`src/rtl/nmc_pkg.sv`:
```
`timescale 1ns/100ps
package nmc_pkg;
    localparam int N_DIR  = 4;
    localparam int N_VERT = 2;
    localparam int MAG_W  = $clog2(N_DIR + 1) + 1;

    typedef logic [1:0] tern_t;
    localparam tern_t T_NULL = 2'b00;
    localparam tern_t T_ZERO = 2'b10;
    localparam tern_t T_ONE  = 2'b11;

    typedef enum logic [1:0] {
        PH_ERASE  = 2'b00,
        PH_EVAL   = 2'b01,
        PH_FREEZE = 2'b10,
        PH_SPARE  = 2'b11
    } phase_e;

    typedef struct packed {
        tern_t val;
    } cell_st_t;
endpackage

```
`src/rtl/nmc_mag.sv`:
```
`timescale 1ns/100ps
module nmc_mag #(
    parameter int MAG_W = 4
) (
    input  logic [1:0]              tern,
    output logic signed [MAG_W-1:0] mag
);
    always_comb begin
        case (tern)
            2'b11:   mag = MAG_W'(signed'(1));
            2'b10:   mag = -MAG_W'(signed'(1));
            default: mag = '0;
        endcase
    end
endmodule

```
`src/rtl/nmc_resolve.sv`:
```
`timescale 1ns/100ps
module nmc_resolve #(
    parameter int MAG_W = 4
) (
    input  logic signed [MAG_W-1:0] sum,
    output logic [1:0]              tern
);
    always_comb begin
        if (sum > 0)
            tern = 2'b11;
        else if (sum < 0)
            tern = 2'b10;
        else
            tern = 2'b00;
    end
endmodule

```
`src/rtl/nm_cell.sv`:
```
`timescale 1ns/100ps
module nm_cell
    import nmc_pkg::*;
(
    input  logic       clk,
    input  logic       rst_n,
    input  logic [1:0] phase,
    input  logic [1:0] nbr_n,
    input  logic [1:0] nbr_s,
    input  logic [1:0] nbr_e,
    input  logic [1:0] nbr_w,
    output logic [1:0] cell_q
);
    tern_t                   nbr_a [N_DIR];
    logic signed [MAG_W-1:0] mag_a [N_DIR];
    logic signed [MAG_W-1:0] sum_m;
    tern_t                   res_t;
    phase_e                  ph;
    cell_st_t                st_d, st_q;

    assign nbr_a[0] = nbr_n;
    assign nbr_a[1] = nbr_s;
    assign nbr_a[2] = nbr_e;
    assign nbr_a[3] = nbr_w;
    assign ph       = phase_e'(phase);

    for (genvar gi = 0; gi < N_DIR; gi++) begin : g_dir
        nmc_mag #(.MAG_W(MAG_W)) u_mag (
            .tern (nbr_a[gi]),
            .mag  (mag_a[gi])
        );
    end

    always_comb begin
        sum_m = '0;
        for (int i = 0; i < N_DIR; i++) begin
            if (i < N_VERT)
                sum_m = sum_m + mag_a[i];
            else
                sum_m = sum_m - mag_a[i];
        end
    end

    nmc_resolve #(.MAG_W(MAG_W)) u_res (
        .sum  (sum_m),
        .tern (res_t)
    );

    always_comb begin
        st_d = st_q;
        if (!rst_n) begin
            st_d.val = T_NULL;
        end else begin
            case (ph)
                PH_EVAL:   if (st_q.val == T_NULL) st_d.val = res_t;
                PH_FREEZE: st_d.val = st_q.val;
                default:   st_d.val = T_NULL;
            endcase
        end
    end

    always_ff @(posedge clk) begin
        st_q <= st_d;
    end

    assign cell_q = st_q.val;


    rst_null_chk: assert property (@(posedge clk) disable iff (!rst_n)
        $rose(rst_n) |-> cell_q == T_NULL);


    erase_chk: assert property (@(posedge clk) disable iff (!rst_n)
        (phase == 2'b00 || phase == 2'b11) |=> cell_q == T_NULL);


    legal_out_chk: assert property (@(posedge clk) disable iff (!rst_n)
        cell_q != 2'b01);


    pos_settle_chk: assert property (@(posedge clk) disable iff (!rst_n)
        (phase == 2'b01 && cell_q == T_NULL && sum_m > 0) |=> cell_q == T_ONE);


    latch_chk: assert property (@(posedge clk) disable iff (!rst_n)
        (phase == 2'b01 && cell_q != T_NULL) |=> $stable(cell_q));


    freeze_chk: assert property (@(posedge clk) disable iff (!rst_n)
        phase == 2'b10 |=> $stable(cell_q));
endmodule

```
`config.mk`:
```
export PLATFORM = sky130hd
export DESIGN_NAME = nm_cell
export DESIGN_NICKNAME = d
export VERILOG_FILES = /design/src/rtl/nmc_pkg.sv /design/src/rtl/nmc_mag.sv /design/src/rtl/nmc_resolve.sv /design/src/rtl/nm_cell.sv
export SDC_FILE = /design/constraint.sdc
export NUM_CORES = 1
export LEC_CHECK = 0
export ABC_AREA = 1
export BUFFER_PORTS_ARGS = -buffer_cell sky130_fd_sc_hd__buf_2
export CAP_MARGIN = 20
export CELL_PAD_IN_SITES_DETAIL_PLACEMENT = 0
export CELL_PAD_IN_SITES_GLOBAL_PLACEMENT = 1
export CORE_MARGIN = 1
export CORE_UTILIZATION = 36
export DETAILED_ROUTE_END_ITERATION = 16
export PLACE_DENSITY = 0.82
export SLEW_MARGIN = 20
export SYNTH_ARGS = -nofsm -noshare
export SYNTH_HDL_FRONTEND = slang
export SYNTH_SLANG_ARGS = --single-unit
```
`constraint.sdc`:
```
create_clock -name clk -period 6.4 [get_ports clk]
set_clock_uncertainty 0.2 [all_clocks]
set_input_delay 0 -clock clk [delete_from_list [all_inputs] [get_ports clk]]
set_output_delay 0 -clock clk [all_outputs]
set_load 0.005 [all_outputs]
```
==> flow_metrics.py <==
metrics = {
    "run_status": {
        "status": "complete, no violations",
    },
    "logic_synthesis": {
        "synth_ff_type": "dfxtp_1",
        "synth.ff_latch_count": 2,
        "synth_top_cell_by_area": "fa_1",
        "syn_nets": 96,
        "yosys_warnings": 0,
        "synth_edf_count": 0,
        "yosysUniqueCellTypes": 17,
        "synth_top_cell_area_share_pct": 24.6,
        "synth.avg_cell_area_um2": 6.70,
        "yosysMostFrequentCell": "inv_1",
        "async_flop_share_pct": 0,
        "synth_seq_area_share_pct": 8.18,
        "yosys-top-cells-area": "fa_1 25%, inv_1 18%, ha_1 13%",
        "synth_area_um2": 489,
        "netlist_instances": 73,
        "ys_top_cells_by_count": "24 x inv_1, 14 x nand2_1, 6 x fa_1",
    },
    "critical_path": {
        "critPathLaunch": "nbr_e[1]",
        "r2r-start": "cell_q[1]",
        "cp_max_fo": 2,
        "arrival_ps": 2960,
        "crit_required_ps": 6360,
        "startpoint_type": "input pin",
        "path_class": "input pin to register",
        "endpoint_kind": "register",
    },
    "finish": {
        "antenna_cells": 0,
        "final_layout_size_suffix_gt1_share_pct": 24.4,
        "area_growth_pct": 26.1,
        "postLayoutCellArea_um2": 617,
        "post-route-util_pct": 52.0,
        "nets": 115,
        "largest_register_ff_count": 2,
    },
    "pwr": {
        "p_leak_nw": 0.387,
        "sequentialPowerShare_pct": 14.3,
        "pwr-share-clk_pct": 26.3,
        "vdd_drop_max_mv": 0.117,
        "power_frac_comb_pct": 59.4,
        "total_power_uw": 103,
        "switching_power_uw": 41.9,
        "p_int_uw": 61.3,
        "swShare_pct": 40.6,
        "powerDensity_mw_per_mm2": 167,
    },
    "drt": {
        "drtAntennaViolNets": 0,
        "wl_per_cell_um": 7.25,
        "totalWireLength_um": 754,
        "drt_iter0_drc": 6,
        "viasPerCell": 4.14,
        "drtPass1Iterations": 4,
        "drcViolationCount": 0,
        "num_vias": 431,
    },
    "floorplanning": {
        "die_height_um": 38.9,
        "core_mm2": 0.00119,
        "start_util_pct": 41.2,
        "num_rows": 12,
        "dieWidth_um": 38.9,
        "io_pins": 14,
        "die_area_mm2": 0.00151,
    },
    "global_routing": {
        "grt_antenna_before_repair": 0,
        "grt_pass1_wl_um": 1500,
        "grt_pass1_vias": 429,
        "grt_max_degree": 5,
        "grt_overflow_total": 0,
        "grt_usage_pct": 13.9,
    },
    "clock_network": {
        "cts.sinks": 2,
        "numCtsBuffers": 3,
        "clock_latency_ps": 220,
        "cts_max_level": 1,
        "clock_path_buffers": 2,
        "clk_pin_slew_ps": 30,
        "cts_resized": 0,
        "cts_root_buf": "clkbuf_4",
        "tritoncts": "yes",
    },
    "place": {
        "dp_hpwl_um": 666,
        "io_buffers": 13,
        "gp_congestion": 0.728,
        "dp_slack_ps": 3690,
        "placed_cell_area_um2": 564,
    },
    "sta": {
        "min_period_ps": 3000,
        "fin_ws_ps": 3400,
        "fmaxAchievable_ghz": 0.333,
        "slew_violations": 0,
        "rsz0062_at_grt": "false",
        "period_share_pct": 46.9,
        "slew_headroom_pct": 80.9,
        "setup_tns_ps": 0,
        "hold_viol": 0,
        "setup_viol_count_final": 0,
        "tightest_slew_ps": 285,
    },
    "run": {
        "maxCapViolCount": 0,
    },
    "hold_path": {
        "worstHoldStart": "phase[1]",
        "hold_path_class": "input pin to register",
    },
}
==> cells by family (layout without fill, tap and decap cells) <==
group | count (synthesis) | in the layout | synth area share (%)
buffers and inverters | 26 | 43 | 20.0
adders and majority gates | 11 | 11 | 37.3
and+or+nand+nor | 29 | 29 | 27.4
DFF | 2 | 2 | 8.18
AOI/OAI and AO/OA | 5 | 5 | 7.16
==> power groups by stage <==
stage	Sequential (mW)	Clock [mW]	Combinational, mW
after global routing	0.0149	0.0283	0.0738
after global placement	0.0150	0	0.0599
after CTS	0.0148	0.0284	0.0626
final	0.0148	0.0271	0.0612
after floorplan	0.0150	0	0.0476
after detailed placement	0.0149	0	0.0606
==> metal layers <==
layer | global-route usage (%) | vias up | routed length (µm)
li1 | - | 245 | -
met1 | 18.4 | 177 | 396
met2 | 25.0 | 9 | 335
met3 | 0 | 0 | 22
met4 | 2.59 | 0 | 0
met5 | 0 | - | 0
==> worst paths after layout <==
kind	endpoint	slack (ps)	cells after the start
setup / recovery	cell_q[1]	3400	13
hold reg to reg	cell_q[0]	300	2
setup reg to reg	cell_q[1]	4820	4
hold / removal	cell_q[0]	7	6
==> critical path, cell delays in order <==
cell           delay (ps)
buf_2                 120
fa_1                  490
fa_1                  520
inv_1                  40
ha_1                  230
fa_1                  410
or2_1                 250
nand3_2                70
inv_1                  40
nand3_1                70
nand2_1                60
a21oi_2               110
dlygate4sd3_1         550
==> through the flow <==
| stage | hold WS (ps) | cells |
|---|---|---|
| floorplan | -59.8 | 73 |
| global placement | 52.3 | 98 |
| detailed placement | 58.6 | 98 |
| CTS | 2.05 | 104 |
| global route | 76.0 | 104 |
| finish | 6.68 | 104 |
==> cells in the final DEF (no fill, tap or decap), drive strengths merged <==
master       count
o21bai           1
a21oi            3
o21ai            1
nor2             4
clkbuf           3
ha               5
nor3             1
dlygate4sd3      3
dfxtp            2
nand2           17
fa               6
or2              1
inv             24
nand3            5
buf             13
nand4            1
==> cell type report <==
class / instances / area (µm²)
clock buffer: 3 / 22.5
fill: 127 / 569
inverter: 24 / 90.1
multi-input combinational: 45 / 352
sequential: 2 / 40.0
tap: 14 / 17.5
timing repair buffer: 16 / 95.1
==> timing repair <==
action	CTS	global route
setup endpoints to repair	0	0
hold buffers	3	0
setup buffers	0	0
hold endpoints to repair	2	0
No activity file was read; power rests on OpenSTA's default activity.
